File: src/rtl/adc_sif_pkg.sv
package adc_sif_pkg;

    localparam int CTRL_W  = 8;
    localparam int BIT_UNI = 6;
    localparam int BIT_INT = 5;
    localparam int BIT_M1  = 4;
    localparam int BIT_M0  = 3;
    localparam int POUT_W  = 3;

    typedef enum logic [2:0] {
        ST_HUNT,
        ST_CTRL,
        ST_EXT_WAIT,
        ST_SHIFT,
        ST_INT_WAIT
    } sif_state_e;

    typedef struct packed {
        logic              unipolar;
        logic              int_clk;
        logic [1:0]        acq;
        logic [POUT_W-1:0] pout;
    } mode_cfg_t;

    function automatic mode_cfg_t decode_ctrl(input logic [CTRL_W-1:0] b);
        mode_cfg_t c;
        c.unipolar = b[BIT_UNI];
        c.int_clk  = b[BIT_INT];
        c.acq      = {b[BIT_M1], b[BIT_M0]};
        c.pout     = b[POUT_W-1:0];
        return c;
    endfunction

endpackage

File: src/rtl/sif_sclk_edge.sv
module sif_sclk_edge (
    input  logic clk,
    input  logic rst_n,
    input  logic sclk_i,
    output logic rise_o,
    output logic fall_o
);
    logic sclk_d, sclk_q;

    always_comb begin
        sclk_d = sclk_i;
        rise_o = sclk_i & ~sclk_q;
        fall_o = ~sclk_i & sclk_q;
    end

    always_ff @(posedge clk or negedge rst_n) begin
        if (!rst_n) sclk_q <= 1'b0;
        else        sclk_q <= sclk_d;
    end

endmodule

File: src/rtl/conv_stub.sv
module conv_stub #(
    parameter int CONV_CYCLES = 40
) (
    input  logic clk,
    input  logic rst_n,
    input  logic clr_i,
    input  logic start_i,
    output logic done_o
);
    localparam int CW = $clog2(CONV_CYCLES + 1);

    typedef struct packed {
        logic          busy;
        logic [CW-1:0] cnt;
    } stub_regs_t;

    stub_regs_t d, q;

    always_comb begin
        d      = q;
        done_o = q.busy && (q.cnt == '0);
        if (clr_i) begin
            d.busy = 1'b0;
            d.cnt  = '0;
        end else if (start_i) begin
            d.busy = 1'b1;
            d.cnt  = CW'(CONV_CYCLES - 1);
        end else if (done_o) begin
            d.busy = 1'b0;
        end else if (q.busy) begin
            d.cnt = q.cnt - 1'b1;
        end
    end

    always_ff @(posedge clk or negedge rst_n) begin
        if (!rst_n) q <= '0;
        else        q <= d;
    end

    // a conversion is only launched from idle
    a_r9_start_when_idle: assert property (@(posedge clk) disable iff (!rst_n)
        start_i |-> !q.busy);
    // completion ends the busy period
    a_r9_done_clears_busy: assert property (@(posedge clk) disable iff (!rst_n)
        (done_o && !start_i) |=> !q.busy);

endmodule

File: src/rtl/sif_frame.sv
module sif_frame
    import adc_sif_pkg::*;
#(
    parameter int RES_W = 16
) (
    input  logic             clk,
    input  logic             rst_n,
    input  logic             abort_i,
    input  logic             rise_i,
    input  logic             fall_i,
    input  logic             din_i,
    input  logic [RES_W-1:0] result_i,
    input  logic             conv_done_i,
    output logic             conv_start_o,
    output logic             dout_o,
    output logic             sstrb_o,
    output mode_cfg_t        cfg_o
);
    localparam int FRAME_LEN = CTRL_W + RES_W;
    localparam int CNT_W     = $clog2(FRAME_LEN + 1);

    typedef struct packed {
        sif_state_e        st;
        logic [CNT_W-1:0]  cnt;
        logic [CTRL_W-1:0] cbyte;
        logic [RES_W-1:0]  sh;
        logic              pulse;
        mode_cfg_t         cfg;
    } frame_regs_t;

    frame_regs_t d, q;
    logic [CTRL_W-1:0] byte_nxt;

    always_comb begin
        d            = q;
        conv_start_o = 1'b0;
        byte_nxt     = {q.cbyte[CTRL_W-2:0], din_i};
        if (abort_i) begin
            d.st    = ST_HUNT;
            d.cnt   = '0;
            d.pulse = 1'b0;
        end else begin
            if (rise_i) d.pulse = 1'b0;
            unique case (q.st)
                ST_HUNT: begin
                    if (rise_i && din_i) begin
                        d.st    = ST_CTRL;
                        d.cnt   = CNT_W'(1);
                        d.cbyte = CTRL_W'(1);
                    end
                end
                ST_CTRL: begin
                    if (rise_i) begin
                        d.cbyte = byte_nxt;
                        d.cnt   = q.cnt + 1'b1;
                        if (q.cnt == CNT_W'(CTRL_W - 1)) begin
                            d.cfg = decode_ctrl(byte_nxt);
                            if (byte_nxt[BIT_INT]) begin
                                d.st         = ST_INT_WAIT;
                                conv_start_o = 1'b1;
                            end else begin
                                d.st    = ST_EXT_WAIT;
                                d.pulse = 1'b1;
                                d.sh    = result_i;
                            end
                        end
                    end
                end
                ST_EXT_WAIT: begin
                    if (fall_i) d.st = ST_SHIFT;
                end
                ST_SHIFT: begin
                    if (fall_i) d.sh = {q.sh[RES_W-2:0], 1'b0};
                    if (rise_i) begin
                        d.cnt = q.cnt + 1'b1;
                        if (q.cnt == CNT_W'(FRAME_LEN - 1)) begin
                            d.st  = ST_HUNT;
                            d.cnt = '0;
                        end
                    end
                end
                ST_INT_WAIT: begin
                    if (conv_done_i) begin
                        d.sh = result_i;
                        d.st = ST_SHIFT;
                    end
                end
                default: d.st = ST_HUNT;
            endcase
        end
    end

    always_ff @(posedge clk or negedge rst_n) begin
        if (!rst_n) begin
            q    <= '0;
            q.st <= ST_HUNT;
        end else begin
            q <= d;
        end
    end

    always_comb begin
        dout_o  = (q.st == ST_SHIFT) & q.sh[RES_W-1];
        sstrb_o = q.cfg.int_clk ? (q.st != ST_INT_WAIT) : q.pulse;
        cfg_o   = q.cfg;
    end

    // deselect or shutdown sends the framer back to hunting
    a_r3_abort_to_hunt: assert property (@(posedge clk) disable iff (!rst_n)
        abort_i |=> (q.st == ST_HUNT));
    // latched fields move only on the byte-completing rising edge
    a_r5_cfg_hold: assert property (@(posedge clk) disable iff (!rst_n)
        (abort_i || !(rise_i && q.st == ST_CTRL && q.cnt == CNT_W'(CTRL_W - 1)))
        |=> $stable(q.cfg));
    // the external strobe ends at the following rising edge
    a_r6_pulse_one_sclk: assert property (@(posedge clk) disable iff (!rst_n)
        (q.pulse && rise_i) |=> !q.pulse);
    // the result register moves only on a falling edge while shifting
    a_r7_shift_on_fall: assert property (@(posedge clk) disable iff (!rst_n)
        (q.st == ST_SHIFT && !fall_i) |=> $stable(q.sh));
    // the rising-edge count never passes the frame length
    a_r8_cnt_bound: assert property (@(posedge clk) disable iff (!rst_n)
        q.cnt <= CNT_W'(FRAME_LEN));

endmodule

File: src/rtl/adc_serial_if.sv
module adc_serial_if
    import adc_sif_pkg::*;
#(
    parameter int RES_W       = 16,
    parameter int CONV_CYCLES = 40
) (
    input  logic             clk,
    input  logic             rst_n,
    input  logic             shdn_n,
    input  logic             cs_n,
    input  logic             sclk,
    input  logic             din,
    input  logic [RES_W-1:0] result_i,
    output logic             dout,
    output logic             dout_oe,
    output logic             sstrb,
    output logic [2:0]       pout,
    output logic             unipolar,
    output logic             int_clk,
    output logic [1:0]       acq_mode
);
    logic      rise, fall, abort, conv_start, conv_done, frame_dout;
    mode_cfg_t cfg;

    assign abort = cs_n | ~shdn_n;

    sif_sclk_edge u_edge (
        .clk    (clk),
        .rst_n  (rst_n),
        .sclk_i (sclk),
        .rise_o (rise),
        .fall_o (fall)
    );

    conv_stub #(.CONV_CYCLES(CONV_CYCLES)) u_stub (
        .clk     (clk),
        .rst_n   (rst_n),
        .clr_i   (abort),
        .start_i (conv_start),
        .done_o  (conv_done)
    );

    sif_frame #(.RES_W(RES_W)) u_frame (
        .clk          (clk),
        .rst_n        (rst_n),
        .abort_i      (abort),
        .rise_i       (rise),
        .fall_i       (fall),
        .din_i        (din),
        .result_i     (result_i),
        .conv_done_i  (conv_done),
        .conv_start_o (conv_start),
        .dout_o       (frame_dout),
        .sstrb_o      (sstrb),
        .cfg_o        (cfg)
    );

    always_comb begin
        dout_oe  = ~cs_n;
        dout     = ~cs_n & frame_dout;
        pout     = cfg.pout;
        unipolar = cfg.unipolar;
        int_clk  = cfg.int_clk;
        acq_mode = cfg.acq;
    end

endmodule

File: config.mk
export PLATFORM = sky130hd
export DESIGN_NAME = adc_serial_if
export DESIGN_NICKNAME = d
export VERILOG_FILES = /design/src/rtl/adc_sif_pkg.sv /design/src/rtl/sif_sclk_edge.sv /design/src/rtl/conv_stub.sv /design/src/rtl/sif_frame.sv /design/src/rtl/adc_serial_if.sv
export SDC_FILE = /design/constraint.sdc
export NUM_CORES = 1
export LEC_CHECK = 0
export CORE_UTILIZATION = 30
export DETAILED_ROUTE_END_ITERATION = 12
export SLEW_MARGIN = 10
export SYNTH_ARGS = -nofsm -noshare
export SYNTH_HDL_FRONTEND = slang
export SYNTH_SLANG_ARGS = --single-unit
export TNS_END_PERCENT = 20
File: constraint.sdc
create_clock -name clk -period 4.9 [get_ports clk]
set_clock_uncertainty 0.15 [all_clocks]
set_input_delay 1.225 -clock clk [delete_from_list [all_inputs] [get_ports clk]]
set_output_delay 1.225 -clock clk [all_outputs]
set_load 0.05 [all_outputs]
==> results of run 1 <==
cell usage in the layout, fill, tap and decap left out, types with 3 or more instances in the layout:
master            n
nor2b_1           6
nor2_1           25
nand3_1           8
clkdlybuf4s50_1  30
inv_1             6
o21ai_0           8
a31oi_1           3
mux2_2            8
a22o_1            5
nand2b_1          4
clkbuf_8          5
and3_1            3
a21oi_2          14
ha_1              3
dfrtp_1          46
a22oi_1          16
a21oi_1          15
nand2_1           8
per-layer routing:
metal / GRT usage / up-vias / part of all wire
met5: 0 / - / 0
met4: 0.0391 / 0 / 0.013
met3: 0.0304 / 5 / 0.026
met2: 0.194 / 20 / 0.49
met1: 0.157 / 887 / 0.47
li1: - / 895 / -
Yosys cell counts, drive strengths merged, types with 4 or more instances:
library cell  count
a21oi            29
a22o              5
a22oi            16
buf              14
clkbuf            4
dfrtp            46
inv               6
mux2              8
nand2             9
nand2b            4
nand3             9
nor2             25
nor2b             6
o21ai             9
worst reg2reg max path: cells and delay by family (launching register included):
| kind | cells | cell delay (ps) |
|---|---|---|
| and+or+nand+nor | 2 | 720 |
| DFF | 1 | 400 |
| AOI/OAI and AO/OA | 3 | 1000 |
final timing paths:
check,end,slack (ps),startpoint
max,dout,860,cs_n
min in group asynchronous,u_frame.byte_nxt[2]$_DFFE_PN0P_,930,rst_n
min reg2reg,u_frame.byte_nxt[6]$_DFFE_PN0P_,360,u_frame.byte_nxt[6]$_DFFE_PN0P_
max reg2reg,u_frame.q[16]$_DFFE_PN0P_,2590,u_edge.sclk_q$_DFF_PN0_
min,u_frame.byte_nxt[6]$_DFFE_PN0P_,360,u_frame.byte_nxt[6]$_DFFE_PN0P_
max in group asynchronous,u_frame.byte_nxt[5]$_DFFE_PN0P_,3050,rst_n
through the flow:
| stage | worst slack (ps) | area [um^2] | power, mW | util |
|---|---|---|---|---|
| after floorplan | 1450 | 2460 | 0.542 | - |
| after global placement | 863 | 2780 | 0.582 | 0.356 |
| after detailed placement | 849 | 2780 | 0.586 | 0.356 |
| after CTS | 848 | 2890 | 0.871 | 0.371 |
| after global routing | 808 | 2890 | 0.904 | 0.371 |
| final | 857 | 2890 | 0.860 | 0.371 |
final cells by class:
| class | count | area share |
|---|---|---|
| clock inverter | 3 | 0.0156 |
| clock buffer | 5 | 0.0238 |
| sequential | 46 | 0.398 |
| tap | 102 | 0.0441 |
| inverter | 6 | 0.00779 |
| multi-input combinational | 164 | 0.400 |
| timing repair buffer | 33 | 0.111 |
kinds of logic (layout without fill, tap and decap cells):
group / after synthesis / after routing / synth area share
adders and majority gates: 3 / 3 / 0.0153
and+or+nand+nor: 72 / 72 / 0.165
DFF: 46 / 46 / 0.468
AOI/OAI and AO/OA: 77 / 77 / 0.239
muxes: 8 / 8 / 0.0366
buffers and inverters: 24 / 47 / 0.0611
xor gates and xnor gates: 4 / 4 / 0.0143
flip-flops by register name (all words and copies together) (netlist names):
signal and cells:
u_edge.sclk_q 1, u_frame.byte_nxt 6, u_frame.cfg_o 7, u_frame.q 25, u_stub.q 7
power groups by stage:
stage / Sequential [mW] / Clock, mW / Combinational [mW]
floorplan: 0.459 / 0 / 0.0834
global placement: 0.468 / 0 / 0.113
finish: 0.462 / 0.285 / 0.113
CTS: 0.463 / 0.293 / 0.115
detailed placement: 0.470 / 0 / 0.116
global route: 0.469 / 0.307 / 0.128
==> impl_metrics.csv, run 1 <==
group,metric,value,unit
final_layout,ff_latch_area,0.00115,mm^2
drt,drc,0,
sta,rsz0062_at_grt,"false",
drt,first_iter_violations,100,
yosys,netlist_instances,234,
global_route,gr-usage-all-layers,0.120,
final_layout,num-nets-final,281,
drt,wl_per_cell,13.3,um
worst_hold_path,hp-class,"flip-flop to flip-flop",
outcome,status,"complete, no violations",
worst_hold_path,hold_depth,1,
final_layout,nFillCells,780,
worst_setup_path,path_delay_family,"buffers and inverters",
pwr,comb_power_share,0.132,
sta,slew_headroom,0.336,
clocking,htreeDepth,2,
clocking,cts_setup_buffers,0,
global_route,antenna_found_initial,0,
sta,whs,357,ps
clocking,cts_hold_buffers,0,
clocking,clkSinkCount,46,
pwr,clkPwrFrac,0.331,
worst_setup_path,critPathSlowestCell,"clkdlybuf4s50_1",
yosys,ys.flop_type,"dfrtp_1",
die,initial_core_util,0.315,
final_layout,area_delta_synth_final,17.7,%
final_layout,instances_no_fill,359,
pwr,power.switching,0.222,mW
pwr,peakVddDrop,0.000125,V
drt,postRouteAntennaNets,0,
worst_setup_path,endpoint_kind,"output port",
pwr,sequentialPowerShare,0.537,
sta,period_share,0.825,
worst_setup_path,reg2regPathDepth,5,
yosys,synth_top_area_cell,"dfrtp_1",
worst_setup_path,cp.required,3520,ps
sta,min_period,4040,ps
yosys,avgSynthCellArea,10.5,um^2
die,die-height,92.5,um
clocking,ctsResizeCount,0,
worst_setup_path,path_common_cell,"clkdlybuf4s50_1",
placed_design,gp_congestion,0.778,
yosys,ys_ff_latch,46,
pwr,p_leak,1.16,nW
yosys,synth.distinct_cells,50,
worst_setup_path,crit_cells,4,
clocking,cts_buffers,5,
clocking,clk_latency,310,ps
die,ios,32,
job,drv_cap,0,
yosys,synth-edff-count,0,
final_layout,final_layout_size_suffix_gt1_frac,0.171,
yosys,synth.area.top_cells,"dfrtp_1, a21oi_2, a22oi_1",
pwr,p_sw_frac,0.258,
global_route,grt_pass1_wl,8.12,mm
yosys,syn-num-nets,259,
yosys,synth_area,0.00246,mm^2
drt,routed_wl,4.76,mm
pwr,p_int,0.638,mW
worst_setup_path,cp_num_buf_inv,3,
pwr,powerDensity,297,mW/mm^2
sta,worst_pin_slew,996,ps
placed_design,port_buffers,31,
yosys,ys_async_sr_fraction,1.00,
clocking,path_clk_slew,80,ps
drt,num_vias,1807,
die,fp.dieArea,0.00856,mm^2
sta,max_freq,0.247,GHz
global_route,grt_max_degree,47,
global_route,first_global_vias,1723,
sta,setup_viol,0,
global_route,overflow,0,
die,core_area,0.00781,mm^2
final_layout,n_antenna_cell,0,
drt,drt-vias-per-instance,5.03,
worst_setup_path,crit_path_max_incr_delay,790,ps
yosys,seq_area_frac_synth,0.468,
clocking,root_buffer,"clkbuf_8",
worst_setup_path,path_class,"input pin to output port",
worst_setup_path,path_max_fanout,3,
final_layout,multiInputGateArea,0.00116,mm^2
die,die_x,92.5,um
yosys,ys_warn_count,0,
clocking,cts_tree,"done",
sta,slew_violations,0,
placed_design,hpwl,3.34,mm
drt,drt-pass1-iter-count,5,
clocking,clockBufferDepth,2,
yosys,synth_top_cell_area_share,0.468,
die,std_cell_rows,32,
sta,hold_viol,0,
worst_setup_path,crit_path_start_kind,"input pin",
sta,setup_tns,0,ps
worst_setup_path,arrival,2670,ps
worst_setup_path,path_cells,"clkdlybuf4s50_1 > inv_1 > and3_1 > clkdlybuf4s50_1",
placed_design,dp_cells,351,
Note: power is estimated with default switching activity, not from simulation.
==> inputs of run 2 (changes only) <==
==> constraint.sdc (replaced) <==
create_clock -name clk -period 3.8 [get_ports clk]
set_clock_uncertainty 0.15 [all_clocks]
set_input_delay 0.95 -clock clk [delete_from_list [all_inputs] [get_ports clk]]
set_output_delay 0.95 -clock clk [all_outputs]
set_load 0.05 [all_outputs]
==> impl_metrics.csv, run 2 (synthesis gave the netlist of run 1 again) <==
group,metric,value,unit
placed_design,post-place-ws,445,ps
die,initial_core_util,0.315,
sta,max_freq,0.299,GHz
outcome,status,"complete, no violations",
final_layout,n_antenna_cell,0,
clocking,clkSinkCount,46,
sta,min_period,3350,ps
worst_setup_path,path_max_fanout,3,
clocking,clk_latency,300,ps
global_route,grt_pass1_wl,8.40,mm
die,die_x,92.5,um
worst_setup_path,r2r_end,"u_frame.q[8]$_DFFE_PN0P_",
pwr,peakVddDrop,0.000192,V
clocking,root_buffer,"clkbuf_8",
final_layout,final_common_cell,"dfrtp_1",
clocking,clockBufferDepth,2,
die,fp.dieArea,0.00856,mm^2
drt,postRouteAntennaNets,0,
worst_hold_path,hold_depth,1,
job,drv_cap,0,
worst_hold_path,hp-start,"u_frame.byte_nxt[6]$_DFFE_PN0P_",
clocking,cts_setup_buffers,0,
clocking,cts_buffers,5,
pwr,power,1.08,mW
worst_hold_path,hp-class,"flip-flop to flip-flop",
global_route,met1_usage,0.163,
die,std_cell_rows,32,
clocking,cts_hold_buffers,0,
sta,period_share,0.881,
global_route,grt_max_degree,47,
final_layout,top_register,"u_frame.q",
clocking,ctsResizeCount,0,
worst_setup_path,cp.required,2700,ps
placed_design,port_buffers,31,
pwr,powerDensity,370,mW/mm^2
worst_setup_path,startpoint,"cs_n",
final_layout,final_layout_size_suffix_gt1_frac,0.188,
drt,drt-pass1-iter-count,4,
sta,setup_tns,0,ps
sta,slew_violations,0,
final_layout,final_cell_mix,"dfrtp_1, clkdlybuf4s50_1, nor2_1, a22oi_1, a21oi_1",
die,ios,32,
final_layout,area_delta_synth_final,18.4,%
sta,slew_headroom,0.324,
sta,hold_viol,0,
die,core_area,0.00781,mm^2
clocking,htreeDepth,2,
worst_setup_path,arrival,2250,ps
drt,routed_wl,4.88,mm
clocking,path_clk_slew,80,ps
sta,rsz0062_at_grt,"false",
clocking,cts_tree,"done",
global_route,gr-usage-all-layers,0.124,
drt,first_iter_violations,79,
global_route,top_usage_layer,"met2",
placed_design,hpwl,3.44,mm
global_route,first_global_vias,1756,
drt,num_vias,1813,
drt,drc,0,
worst_setup_path,crit_path_start_kind,"input pin",
worst_setup_path,endpoint_kind,"output port",
final_layout,largest_reg_flops,25,
worst_setup_path,path_class,"input pin to output port",
sta,worst_slack,451,ps
placed_design,gp_congestion,0.770,
global_route,grt_util_met3,0.0222,
pwr,p_leak,1.19,nW
die,die-height,92.5,um
sta,setup_viol,0,
worst_hold_path,holdPathEnd,"u_frame.byte_nxt[6]$_DFFE_PN0P_",
worst_setup_path,reg2regPathDepth,6,
global_route,overflow,0,
final_layout,num-nets-final,285,
drt,drt-vias-per-instance,4.99,
worst_setup_path,r2r_slack,1530,ps
global_route,grtUsageMet2,0.204,
drt,wl_per_cell,13.4,um
worst_setup_path,r2r_start,"u_frame.q[37]$_DFFE_PN0P_",
global_route,antenna_found_initial,0,
sta,worst_pin_slew,1010,ps
## run 2: changes by cell type in the layout (fill, tap and decap cells not counted), sizes merged
| cell | previous run | this run |
|---|---|---|
| clkinv | 0 | 1 |
| clkinvlp | 2 | 0 |
| bufinv | 1 | 0 |
| buf | 3 | 8 |
| clkbuf | 5 | 7 |
| clkdlybuf4s50 | 30 | 29 |
## run 2: layout make-up
type | count | area [um^2]
inverter | 6 | 22.5
fill | 759 | 4900
clock inverter | 1 | 8.76
multi-input combinational | 164 | 1160
clock buffer | 7 | 96.3
tap | 102 | 128
timing repair buffer | 37 | 348
sequential | 46 | 1150
## run 2: critical path: stages
cell             delay (ps)
clkdlybuf4s50_1         430
inv_1                    70
clkdlybuf4s50_1         800
## run 2: where the power goes
part | total [mW] | internal [mW] | switching [mW]
sequential | 0.596 | 0.555 | 0.0405
clock | 0.331 | 0.167 | 0.165
combinational | 0.152 | 0.0741 | 0.0777
## run 2: per-layer routing
layer	vias to the layer above	routed length, um
li1	900	-
met1	885	2300
met2	22	2390
met3	6	122
met4	0	65
met5	-	0
## run 2: worst max path at each step
stage               endpoint  slack [ps]
finish               dout_oe         450
global route         dout_oe         390
CTS                  dout_oe         440
detailed placement   dout_oe         440
global placement     dout_oe         450
floorplan               dout         900
## run 2: through the flow
stage          hold WS [ps]   util  cell area (um^2)  cells
6_report                352  0.373              2910    363
5_1_grt                 362  0.373              2910    363
4_1_cts                 362  0.373              2910    363
3_5_place_dp            343  0.359              2810    355
3_3_place_gp            340  0.359              2810    355
2_1_floorplan           312      -              2460    234
